`src/rtl/sclgen_pkg.sv`:
```
package sclgen_pkg;

    typedef enum logic [1:0] {
        OP_START   = 2'd0,
        OP_BIT     = 2'd1,
        OP_RESTART = 2'd2,
        OP_STOP    = 2'd3
    } op_e;

    typedef enum logic [2:0] {
        ST_IDLE  = 3'd0,
        ST_HELD  = 3'd1,
        ST_START = 3'd2,
        ST_LOW   = 3'd3,
        ST_HIGH  = 3'd4
    } st_e;

    typedef struct packed {
        st_e  st;
        op_e  op;
        logic bitv;
        logic scl;
        logic sda;
        logic chg;
        logic smp;
        logic done;
    } fsm_regs_t;

endpackage

```
`src/rtl/sclgen_divreg.sv`:
```
module sclgen_divreg #(
    parameter int CNT_W    = 16,
    parameter int PRE_LOG2 = 3,
    localparam int LEN_W   = CNT_W + PRE_LOG2 + 2
) (
    input  logic                 clk,
    input  logic                 rst_n,
    input  logic                 load_i,
    input  logic [2*CNT_W-1:0]   div_word_i,
    output logic [LEN_W-1:0]     lo_len_o,
    output logic [LEN_W-1:0]     lo_half_o,
    output logic [LEN_W-1:0]     hi_len_o,
    output logic [LEN_W-1:0]     hi_half_o,
    output logic [LEN_W-1:0]     hi_seven_o,
    output logic [LEN_W-1:0]     hi_double_o
);
    localparam logic [LEN_W-1:0] ONE = LEN_W'(1);

    typedef struct packed {
        logic [CNT_W-1:0] lo;
        logic [CNT_W-1:0] hi;
    } div_regs_t;

    div_regs_t div_d, div_q;

    generate
        if (PRE_LOG2 < 3) begin : g_bad_prescale
            $error("PRE_LOG2 must be at least 3 for the 7/8 point");
        end
    endgenerate

    // Capture only on command acceptance (a period boundary).
    always_comb begin
        div_d = div_q;
        if (load_i) begin
            div_d.lo = div_word_i[CNT_W-1:0];
            div_d.hi = div_word_i[2*CNT_W-1:CNT_W];
        end
    end

    always_ff @(posedge clk or negedge rst_n) begin
        if (!rst_n) div_q <= '0;
        else        div_q <= div_d;
    end

    logic [LEN_W-1:0] lo_plus1, hi_plus1;

    always_comb begin
        lo_plus1    = LEN_W'(div_q.lo) + ONE;
        hi_plus1    = LEN_W'(div_q.hi) + ONE;
        lo_len_o    = lo_plus1 << PRE_LOG2;
        hi_len_o    = hi_plus1 << PRE_LOG2;
        lo_half_o   = lo_len_o >> 1;
        hi_half_o   = hi_len_o >> 1;
        hi_seven_o  = hi_len_o - (hi_len_o >> 3);
        hi_double_o = hi_len_o << 1;
    end

endmodule

```
`src/rtl/sclgen_phase_cnt.sv`:
```
module sclgen_phase_cnt #(
    parameter int LEN_W = 21
) (
    input  logic             clk,
    input  logic             rst_n,
    input  logic             clr_i,
    input  logic             en_i,
    output logic [LEN_W-1:0] cnt_o
);
    logic [LEN_W-1:0] cnt_d, cnt_q;

    always_comb begin
        cnt_d = cnt_q;
        if (clr_i)     cnt_d = '0;
        else if (en_i) cnt_d = cnt_q + LEN_W'(1);
    end

    always_ff @(posedge clk or negedge rst_n) begin
        if (!rst_n) cnt_q <= '0;
        else        cnt_q <= cnt_d;
    end

    assign cnt_o = cnt_q;

endmodule

```
`src/rtl/sclgen_fsm.sv`:
```
module sclgen_fsm
    import sclgen_pkg::*;
#(
    parameter int LEN_W = 21
) (
    input  logic             clk,
    input  logic             rst_n,
    input  logic             cmd_valid_i,
    input  logic [1:0]       cmd_op_i,
    input  logic             cmd_bit_i,
    input  logic             scl_in_i,
    input  logic [LEN_W-1:0] cnt_i,
    input  logic [LEN_W-1:0] lo_len_i,
    input  logic [LEN_W-1:0] lo_half_i,
    input  logic [LEN_W-1:0] hi_len_i,
    input  logic [LEN_W-1:0] hi_half_i,
    input  logic [LEN_W-1:0] hi_seven_i,
    input  logic [LEN_W-1:0] hi_double_i,
    output logic             accept_o,
    output logic             cnt_clr_o,
    output logic             cnt_en_o,
    output logic             scl_o,
    output logic             sda_o,
    output logic             chg_o,
    output logic             smp_o,
    output logic             done_o
);
    localparam logic [LEN_W-1:0] ONE = LEN_W'(1);

    fsm_regs_t r_d, r_q;
    op_e       cmd_op;
    logic [LEN_W-1:0] hi_end;

    assign cmd_op = op_e'(cmd_op_i);
    assign hi_end = (r_q.op == OP_RESTART) ? hi_double_i : hi_len_i;

    always_comb begin
        r_d       = r_q;
        r_d.chg   = 1'b0;
        r_d.smp   = 1'b0;
        r_d.done  = 1'b0;
        accept_o  = 1'b0;
        cnt_clr_o = 1'b0;
        cnt_en_o  = 1'b0;

        case (r_q.st)
            ST_IDLE: begin
                cnt_clr_o = 1'b1;
                if (cmd_valid_i && cmd_op == OP_START) begin
                    accept_o = 1'b1;
                    r_d.st   = ST_START;
                    r_d.op   = OP_START;
                    r_d.sda  = 1'b0;
                end
            end
            ST_HELD: begin
                cnt_clr_o = 1'b1;
                if (cmd_valid_i && cmd_op != OP_START) begin
                    accept_o = 1'b1;
                    r_d.st   = ST_LOW;
                    r_d.op   = cmd_op;
                    r_d.bitv = cmd_bit_i;
                end
            end
            ST_START: begin
                cnt_en_o = scl_in_i;
                if (scl_in_i && cnt_i == hi_len_i - ONE) begin
                    cnt_clr_o = 1'b1;
                    r_d.st    = ST_HELD;
                    r_d.scl   = 1'b0;
                    r_d.done  = 1'b1;
                end
            end
            ST_LOW: begin
                cnt_en_o = 1'b1;
                if (cnt_i == lo_half_i - ONE) begin
                    r_d.chg = 1'b1;
                    case (r_q.op)
                        OP_BIT:     r_d.sda = r_q.bitv;
                        OP_RESTART: r_d.sda = 1'b1;
                        default:    r_d.sda = 1'b0;
                    endcase
                end
                if (cnt_i == lo_len_i - ONE) begin
                    cnt_clr_o = 1'b1;
                    r_d.st    = ST_HIGH;
                    r_d.scl   = 1'b1;
                end
            end
            ST_HIGH: begin
                cnt_en_o = scl_in_i;
                if (scl_in_i) begin
                    if (r_q.op == OP_BIT && cnt_i == hi_half_i - ONE)
                        r_d.smp = 1'b1;
                    if (r_q.op == OP_RESTART && cnt_i == hi_seven_i - ONE)
                        r_d.sda = 1'b0;
                    if (cnt_i == hi_end - ONE) begin
                        cnt_clr_o = 1'b1;
                        r_d.done  = 1'b1;
                        if (r_q.op == OP_STOP) begin
                            r_d.st  = ST_IDLE;
                            r_d.sda = 1'b1;
                        end else begin
                            r_d.st  = ST_HELD;
                            r_d.scl = 1'b0;
                        end
                    end
                end
            end
            default: begin
                cnt_clr_o = 1'b1;
                r_d.st    = ST_IDLE;
                r_d.scl   = 1'b1;
                r_d.sda   = 1'b1;
            end
        endcase
    end

    always_ff @(posedge clk or negedge rst_n) begin
        if (!rst_n) begin
            r_q      <= '0;
            r_q.st   <= ST_IDLE;
            r_q.op   <= OP_START;
            r_q.scl  <= 1'b1;
            r_q.sda  <= 1'b1;
        end else begin
            r_q <= r_d;
        end
    end

    assign scl_o  = r_q.scl;
    assign sda_o  = r_q.sda;
    assign chg_o  = r_q.chg;
    assign smp_o  = r_q.smp;
    assign done_o = r_q.done;

    // idle means both lines released and the counter parked at zero
    assert_idle_released_R1: assert property (@(posedge clk) disable iff (!rst_n)
        (r_q.st == ST_IDLE) |-> (r_q.scl && r_q.sda && cnt_i == '0));

    // the low counter never runs past the programmed low length
    assert_low_in_range_R2: assert property (@(posedge clk) disable iff (!rst_n)
        (r_q.st == ST_LOW) |-> (cnt_i < lo_len_i));

    // the high counter of a bit or STOP stays within the high length
    assert_high_in_range_R3: assert property (@(posedge clk) disable iff (!rst_n)
        (r_q.st == ST_HIGH && r_q.op != OP_RESTART) |-> (cnt_i < hi_len_i));

    // during a data bit SDA moves only while SCL is low
    assert_sda_steady_high_R4: assert property (@(posedge clk) disable iff (!rst_n)
        (r_q.scl && $past(r_q.scl) && r_q.sda != $past(r_q.sda)) |-> (r_q.op != OP_BIT));

    // change and sample strobes are never together
    assert_strobes_apart_R5: assert property (@(posedge clk) disable iff (!rst_n)
        !(r_q.chg && r_q.smp));

    // a held-low SCL freezes the high counter
    assert_stretch_freeze_R10: assert property (@(posedge clk) disable iff (!rst_n)
        (r_q.st == ST_HIGH && !scl_in_i) |=> $stable(cnt_i));

    // completion is a single-cycle pulse
    assert_done_pulse_R12: assert property (@(posedge clk) disable iff (!rst_n)
        r_q.done |=> !r_q.done);

endmodule

```
`src/rtl/scl_timing_gen.sv`:
```
module scl_timing_gen #(
    parameter int CNT_W    = 16,
    parameter int PRE_LOG2 = 3
) (
    input  logic               clk,
    input  logic               rst_n,
    input  logic [2*CNT_W-1:0] div_word_i,
    input  logic               cmd_valid_i,
    input  logic [1:0]         cmd_op_i,
    input  logic               cmd_bit_i,
    input  logic               scl_in_i,
    output logic               scl_o,
    output logic               sda_o,
    output logic               sda_chg_o,
    output logic               sda_smp_o,
    output logic               done_o
);
    localparam int LEN_W = CNT_W + PRE_LOG2 + 2;

    logic             accept, cnt_clr, cnt_en;
    logic [LEN_W-1:0] cnt;
    logic [LEN_W-1:0] lo_len, lo_half, hi_len, hi_half, hi_seven, hi_double;

    sclgen_divreg #(.CNT_W(CNT_W), .PRE_LOG2(PRE_LOG2)) u_div (
        .clk         (clk),
        .rst_n       (rst_n),
        .load_i      (accept),
        .div_word_i  (div_word_i),
        .lo_len_o    (lo_len),
        .lo_half_o   (lo_half),
        .hi_len_o    (hi_len),
        .hi_half_o   (hi_half),
        .hi_seven_o  (hi_seven),
        .hi_double_o (hi_double)
    );

    sclgen_phase_cnt #(.LEN_W(LEN_W)) u_cnt (
        .clk   (clk),
        .rst_n (rst_n),
        .clr_i (cnt_clr),
        .en_i  (cnt_en),
        .cnt_o (cnt)
    );

    sclgen_fsm #(.LEN_W(LEN_W)) u_fsm (
        .clk         (clk),
        .rst_n       (rst_n),
        .cmd_valid_i (cmd_valid_i),
        .cmd_op_i    (cmd_op_i),
        .cmd_bit_i   (cmd_bit_i),
        .scl_in_i    (scl_in_i),
        .cnt_i       (cnt),
        .lo_len_i    (lo_len),
        .lo_half_i   (lo_half),
        .hi_len_i    (hi_len),
        .hi_half_i   (hi_half),
        .hi_seven_i  (hi_seven),
        .hi_double_i (hi_double),
        .accept_o    (accept),
        .cnt_clr_o   (cnt_clr),
        .cnt_en_o    (cnt_en),
        .scl_o       (scl_o),
        .sda_o       (sda_o),
        .chg_o       (sda_chg_o),
        .smp_o       (sda_smp_o),
        .done_o      (done_o)
    );

    // phase lengths only move on the cycle after an accepted command
    assert_div_frozen_R9: assert property (@(posedge clk) disable iff (!rst_n)
        !accept |=> ($stable(lo_len) && $stable(hi_len)));

endmodule

```
`config.mk`:
```
export PLATFORM = sky130hd
export DESIGN_NAME = scl_timing_gen
export DESIGN_NICKNAME = d
export VERILOG_FILES = /design/src/rtl/sclgen_pkg.sv /design/src/rtl/sclgen_divreg.sv /design/src/rtl/sclgen_phase_cnt.sv /design/src/rtl/sclgen_fsm.sv /design/src/rtl/scl_timing_gen.sv
export SDC_FILE = /design/constraint.sdc
export NUM_CORES = 1
export LEC_CHECK = 0
export BUFFER_PORTS_ARGS = -buffer_cell sky130_fd_sc_hd__buf_2
export CAP_MARGIN = 25
export CORE_UTILIZATION = 30
export CTS_BUF_LIST = sky130_fd_sc_hd__clkbuf_8
export DETAILED_ROUTE_END_ITERATION = 7
export HOLD_SLACK_MARGIN = 0.08
export PLACE_DENSITY_LB_ADDON = 0.1
export SYNTH_ARGS = -nofsm -noshare
export SYNTH_HDL_FRONTEND = slang
export SYNTH_SLANG_ARGS = --single-unit
```
`constraint.sdc`:
```
create_clock -name clk -period 4.9 [get_ports clk]
set_clock_uncertainty 0.05 [all_clocks]
set_input_delay 0.49 -clock clk [delete_from_list [all_inputs] [get_ports clk]]
set_output_delay 0.49 -clock clk [all_outputs]
set_load 0.02 [all_outputs]
```
==> results of run 1 <==
-- metal layers --
layer	track usage [%]	vias to the layer above	routed length, µm
li1	-	3936	-
met5	0	-	0
met2	37.0	158	14300
met1	27.9	3913	13800
met3	2.31	30	893
met4	6.28	0	501
-- cells in the final DEF (no fill, tap or decap), drive strengths merged, types with 23 or more instances in the layout --
| cell type | instances |
|---|---|
| xnor2 | 132 |
| nor2 | 98 |
| buf | 92 |
| nand2 | 71 |
| dfrtp | 62 |
| nand3 | 61 |
| nor3 | 44 |
| xor2 | 40 |
| a21oi | 39 |
| o21ai | 38 |
| mux2 | 36 |
| nand4 | 29 |
| inv | 24 |
| nor4 | 23 |
-- cells by family (layout without fill, tap and decap cells) --
logic type / after synthesis / after routing / synth area share (%)
DFF: 64 / 64 / 19.3
xor gates and xnor gates: 181 / 181 / 20.6
AOI/OAI and AO/OA: 222 / 222 / 19.0
and+or+nand+nor: 425 / 425 / 27.3
muxes: 46 / 46 / 6.08
other: 0 / 1 / 0
buffers and inverters: 115 / 134 / 5.83
adders and majority gates: 14 / 14 / 1.93
-- state kept, by name, summed over array words and instances (netlist names) --
name	flops
u_cnt.cnt_o	21
u_div.div_q	32
u_fsm.chg_o	1
u_fsm.done_o	1
u_fsm.r_q	6
u_fsm.scl_o	1
u_fsm.sda_o	1
u_fsm.smp_o	1
-- Yosys cell counts, types with 5 or more instances --
library cell / n
a221oi_1: 8
nor2b_1: 7
mux2i_1: 10
xnor2_1: 132
mux2_2: 36
nand4_1: 28
nand2b_1: 8
and4_1: 10
nor3_1: 43
a31oi_1: 14
nand2_1: 69
buf_1: 12
and3_1: 15
maj3_1: 6
a211o_1: 6
xnor3_1: 9
inv_1: 22
nor4_1: 20
nand4b_1: 5
o31ai_1: 8
a211oi_1: 14
a21oi_1: 39
or4_1: 5
buf_2: 14
dfrtp_1: 62
o31a_1: 5
ha_1: 8
and2_1: 11
o21ai_0: 36
a21o_1: 10
clkbuf_1: 57
a311oi_1: 6
or2_2: 6
nand3_1: 60
o211ai_1: 11
o2111ai_1: 9
or3_1: 16
xor2_1: 40
nor2_1: 96
o22ai_1: 6
-- area by class of cell --
class | count | area, µm² | share of cell area [%]
antenna | 1 | 2.50 | 0.0272
clock buffer | 9 | 124 | 1.34
clock inverter | 7 | 80.1 | 0.869
inverter | 26 | 97.6 | 1.06
multi-input combinational | 888 | 6240 | 67.8
sequential | 64 | 1600 | 17.4
tap | 372 | 465 | 5.05
timing repair buffer | 92 | 598 | 6.49
-- how the worst min path moves through the flow --
stage	from	end	depth (start not counted)
final	rst_n	u_div.div_q[19]	1
after global routing	rst_n	u_div.div_q[16]	1
after CTS	rst_n	u_cnt.cnt_o[3]	1
after detailed placement	u_fsm.r_q[5]	u_fsm.r_q[5]	1
after global placement	u_fsm.r_q[5]	u_fsm.r_q[5]	1
after floorplan	rst_n	u_cnt.cnt_o[0]	0
-- repair_timing --
action / CTS / global route
endpoints found under the setup margin: 0 / 1
setup buffers: 0 / 4
gates resized for setup: 0 / 2
-- stage by stage --
step / total power (W) / hold slack, ns / worst slack (ns) / util (%) / std cells
final: 0.00625 / 0.181 / 0.295 / 34.0 / 1459
after global routing: 0.00679 / 0.251 / 0.0223 / 34.0 / 1458
after CTS: 0.00623 / 0.211 / 0.0456 / 33.8 / 1454
after detailed placement: 0.00570 / 0.459 / 0.114 / 33.1 / 1438
after global placement: 0.00574 / 0.452 / 0.0537 / 33.0 / 1437
after floorplan: 0.00453 / 0.144 / 1.12 / - / 1067
-- power by group through the flow --
stage                     sequential [W]  combinational (W)  clock (W)
after detailed placement         0.00112            0.00458          0
after floorplan                 0.000821            0.00371          0
after global routing             0.00115            0.00510   0.000542
after global placement           0.00111            0.00462          0
after CTS                        0.00110            0.00461   0.000520
final                            0.00111            0.00464   0.000502
==> impl_metrics.toml, run 1 <==
[cells_and_area]
fill_cells = 2923
syn2layout_area_growth_pct = 10.9
fin_area_um2 = 9220
drive_above_1_share_pct = 16.3
nets = 1128

[worst_setup_path]
r2r_slack_ns = 0.30
crit_chain = "ha_1 -> nand2_1 -> nor3_1 -> a31oi_1 -> nor4_4 -> mux2_2 -> mux2i_1 -> and4_1 -> nand4_1 -> o31a_1 -> a21o_1 -> nor4bb_2 -> a221oi_1"
crit_family = "simple AND/OR/NAND/NOR gates"
slowest_delay_ns = 0.56
crit_cells = 13
worstPathRequired_ns = 5.11
crit_slowest_cell = "dfrtp_1"
end_kind = "flip-flop"
critPathLaunch = "u_div.div_q[16]"
crit_buf_inv = 0
cp_data_arrival_time_ns = 4.82
cp_max_fo = 12
reg2reg_depth = 13
cp-start-kind = "flip-flop"
setup.worst_path.end = "u_fsm.sda_o"
timing.rr.end = "u_fsm.sda_o"
r2r-start = "u_div.div_q[16]"
path_class = "flip-flop to flip-flop"

[pwr]
clkPwrFrac_pct = 8.0
leakage_nw = 3.35
p_switching_w = 0.00336
switching_share_pct = 53.7
intPower_w = 0.00289
pwr-share-comb_pct = 74.3
ir_drop_mv = 0.279
pwr-share-seq_pct = 17.7
p_per_area_nw_per_um2 = 678

[synthesis]
synth_cell_types = 88
synth_warnings = 0
syn-num-nets = 1114
async_reset_ff_share_pct = 100
synth_edf_count = 0
yosysSeqAreaShare_pct = 19.3
synth.ff_latch_count = 64
synth_cells = 1067
syn_area_um2 = 8310
ys_dominant_reg_cell = "dfrtp_1"
synth_top_area_share_pct = 18.7
syn-mean-instance-area_um2 = 7.79
yosys-top-cells-area = "dfrtp_1 19%, xnor2_1 14%, mux2_2 4.9%"
synth_top_area_cell = "dfrtp_1"

[job]
maxCapViolCount = 0

[drt]
antenna_left = 0
vias = 8037
drt-total-wl_um = 29500
routedWlPerCell_um = 20.2
drtIter0Drc = 685
drt_pass1_iterations = 5
drc = 0
vias_per_cell = 5.51

[floorplanning]
core.rowCount = 60
start_util_pct = 30.7
die_h_um = 168
die_w_um = 168
pin_count = 44
die-area_um2 = 28400
core_um2 = 27100

[cts]
cts_buffers = 9
clockRootBuffer = "clkbuf_8"
htreeDepth = 3
cts_tree = "built"
hold_buffers = 0
clk-insertion-delay-late_ns = 0.37
clkTransAtPathRegs_ns = 0.09
clk_path_buf_depth = 2
clock_sinks = 64

[timing]
hold_violations = 0
finalCritPeriodShare_pct = 94.0
rsz0062_at_grt = "false"
slew_violations = 0
layout_min_cycle_time_ns = 4.60
relSlewSlack_pct = 35.3
setup_viol = 0
final.setup.tns_ns = 0
tightestPinTransition_ns = 0.964
fmax_ghz = 0.217

[hold_path]
hold_path.class = "input pin to async pin"

[placement]
routabilityCongestion = 0.871
hpwlAfterDp_um = 22900
io_buffers = 43
dpl_cell_area_um2 = 8960

[status]
status = "finished clean"

[grt]
grt_pass1_vias = 7910
grtUsageTotal_pct = 21.4
grt_max_degree = 65
antenna_found_initial = 1
grt_pass1_wl_um = 46900
grt-ovfl-total = 0
(Power assumes the default switching activity.)
==> run 2: changes to the inputs <==
PLACE_DENSITY_LB_ADDON = 0.3   (was 0.1)
RECOVER_POWER = 50   (was unset)
clock period = 3.7 ns   (was 4.9 ns; I/O delays follow)
==> run 2 against run 1 <==
The flow now finishes with violations (max-capacitance violations, max-slew violations, negative setup slack). Sequential cell count did not move. Combinational power increased by 91%. Global-route usage grew 0.95 points. Wire length increased by 5.2%. Critical path depth rose by 2. Worst setup slack got worse by 0.54 ns. Highest routed layer unchanged.
==> impl_metrics.toml, run 2 (same netlist as run 1, synthesis figures left out) <==
[grt]
grt_max_degree = 42
grt_pass1_vias = 9125
grtUsageTotal_pct = 22.3
antenna_found_initial = 0
grt_pass1_wl_um = 50100
grt-ovfl-total = 0

[status]
status = "complete, but fails checks"
violations = "max-capacitance violations, max-slew violations, negative setup slack"

[worst_setup_path]
end_kind = "flip-flop"
cp_max_fo = 7
r2r-start = "u_div.div_q[0]"
crit_cells = 15
crit_family = "compound AO/OA/AOI/OAI gates"
reg2reg_depth = 15
crit_slowest_cell = "or4_4"
critPathLaunch = "u_div.div_q[0]"
slowest_delay_ns = 0.51
setup.worst_path.end = "u_fsm.sda_o"
timing.rr.end = "u_fsm.sda_o"
worstPathRequired_ns = 3.94
r2r_slack_ns = -0.24
cp_data_arrival_time_ns = 4.18
cp-start-kind = "flip-flop"
path_class = "flip-flop to flip-flop"
crit_chain = "ha_4 -> and4b_1 -> a22oi_2 -> nor4_4 -> buf_4 -> buf_4 -> a211oi_1 -> a211oi_2 -> xnor2_1 -> or4_4 -> nor4_4 -> o2111a_2 -> a21o_4 -> nand3_2 -> a221oi_2"
crit_buf_inv = 2

[drt]
drt-total-wl_um = 31100
routedWlPerCell_um = 18.2
antenna_left = 0
vias = 9255
drc = 0
drt_pass1_iterations = 5
vias_per_cell = 5.42
drtIter0Drc = 769

[floorplanning]
die_w_um = 168
die_h_um = 168
core_um2 = 27100
die-area_um2 = 28400
core.rowCount = 60
start_util_pct = 30.7
pin_count = 44

[pwr]
pwr-share-comb_pct = 81.7
p_per_area_nw_per_um2 = 924
leakage_nw = 4.72
clkPwrFrac_pct = 6.8
intPower_w = 0.00564
p_total_w = 0.0108
pwr-share-seq_pct = 11.5
ir_drop_mv = 0.710
switching_share_pct = 47.9
p_switching_w = 0.00519

[placement]
io_buffers = 43
place_ws_ns = -0.675
routabilityCongestion = 0.973
hpwlAfterDp_um = 24200
dpl_cell_area_um2 = 10700

[cts]
clk-insertion-delay-late_ns = 0.39
cts_tree = "built"
clk_path_buf_depth = 2
cts_buffers = 9
htreeDepth = 3
clockRootBuffer = "clkbuf_8"
clock_sinks = 64
clkTransAtPathRegs_ns = 0.10

[timing]
tightestPinTransition_ns = 1.53
worst_slack_ns = -0.241
slew_violations = 28
setup_viol = 24
fmax_ghz = 0.254
layout_min_cycle_time_ns = 3.94
relSlewSlack_pct = -2.28
finalCritPeriodShare_pct = 107
rsz0062_at_grt = "true"
hold_violations = 0

[hold_path]
hold_path.class = "input pin to flip-flop"

[cells_and_area]
fill_cells = 2779
syn2layout_area_growth_pct = 41.0
layout_common_cells = "282 x buf_4, 123 x xnor2_1, 92 x nor2_1"
mostFrequentLayoutCell = "buf_4"
largest-register = "u_div.div_q"
nets = 1376
fin_area_um2 = 11700
largest_reg_flops = 32
drive_above_1_share_pct = 37.6
num_antenna_cells = 0

[job]
maxCapViolCount = 1
run 2: changes by cell type in the layout (fill, tap and decap cells not counted), sizes merged:
cell	change
clkinvlp	-2
buf	+241
inv	-1
dlygate4sd3	+1
clkinv	+1
clkbuf	+7
bufinv	+1
diode	-1
run 2: what timing repair did:
item | CTS | global route
hold buffers | 0 | 1
resized for setup | 76 | 31
hold endpoints to repair | 0 | 14
gates cloned | 0 | 0
pin swaps | 31 | 29
setup buffers | 13 | 12
endpoints found under the setup margin | 24 | 28
run 2: stage by stage:
step | cells | setup TNS [ns] | hold slack (ns) | util [%]
after global routing | 1706 | -8.84 | 0.143 | 43.2
after floorplan | 1067 | 0 | 0.0244 | -
after detailed placement | 1663 | -5.56 | 0.448 | 39.6
after CTS | 1692 | -1.18 | 0.0993 | 42.2
after global placement | 1663 | -3.52 | 0.444 | 39.6
final | 1706 | -4.46 | 0.155 | 43.2
run 2: area by class of cell:
cell class | instances | area, µm² | share of cell area [%]
multi-input combinational | 888 | 6790 | 58.0
timing repair buffer | 340 | 2520 | 21.5
sequential | 64 | 1610 | 13.7
tap | 372 | 465 | 3.97
clock buffer | 10 | 138 | 1.17
inverter | 26 | 97.6 | 0.833
clock inverter | 6 | 91.3 | 0.779
run 2: routing by layer:
metal  vias up  GRT usage (%)  wire [µm]
met2       312           36.2      14300
li1       4430              -          -
met4         0           7.04        751
met1      4465           31.0      14100
met5         -              0          0
met3        48           2.29       1810
run 2: worst min path at each step:
stage / startpoint / endpoint / slack, ns / depth (start not counted)
finish: div_word_i[7] / u_div.div_q[23] / 0.16 / 2
floorplan: rst_n / u_cnt.cnt_o[0] / 0.02 / 0
CTS: rst_n / u_div.div_q[18] / 0.1 / 1
global placement: u_fsm.sda_o / u_fsm.sda_o / 0.44 / 2
detailed placement: u_fsm.r_q[5] / u_fsm.r_q[5] / 0.45 / 1
global route: div_word_i[11] / u_div.div_q[27] / 0.14 / 2
run 2: power groups by stage:
stage	Clock (W)	Combinational, W	Sequential [W]
after detailed placement	0	0.00797	0.00123
after global routing	0.000786	0.00956	0.00128
final	0.000739	0.00885	0.00124
after CTS	0.000763	0.00851	0.00123
after global placement	0	0.00790	0.00123
after floorplan	0	0.00496	0.00109
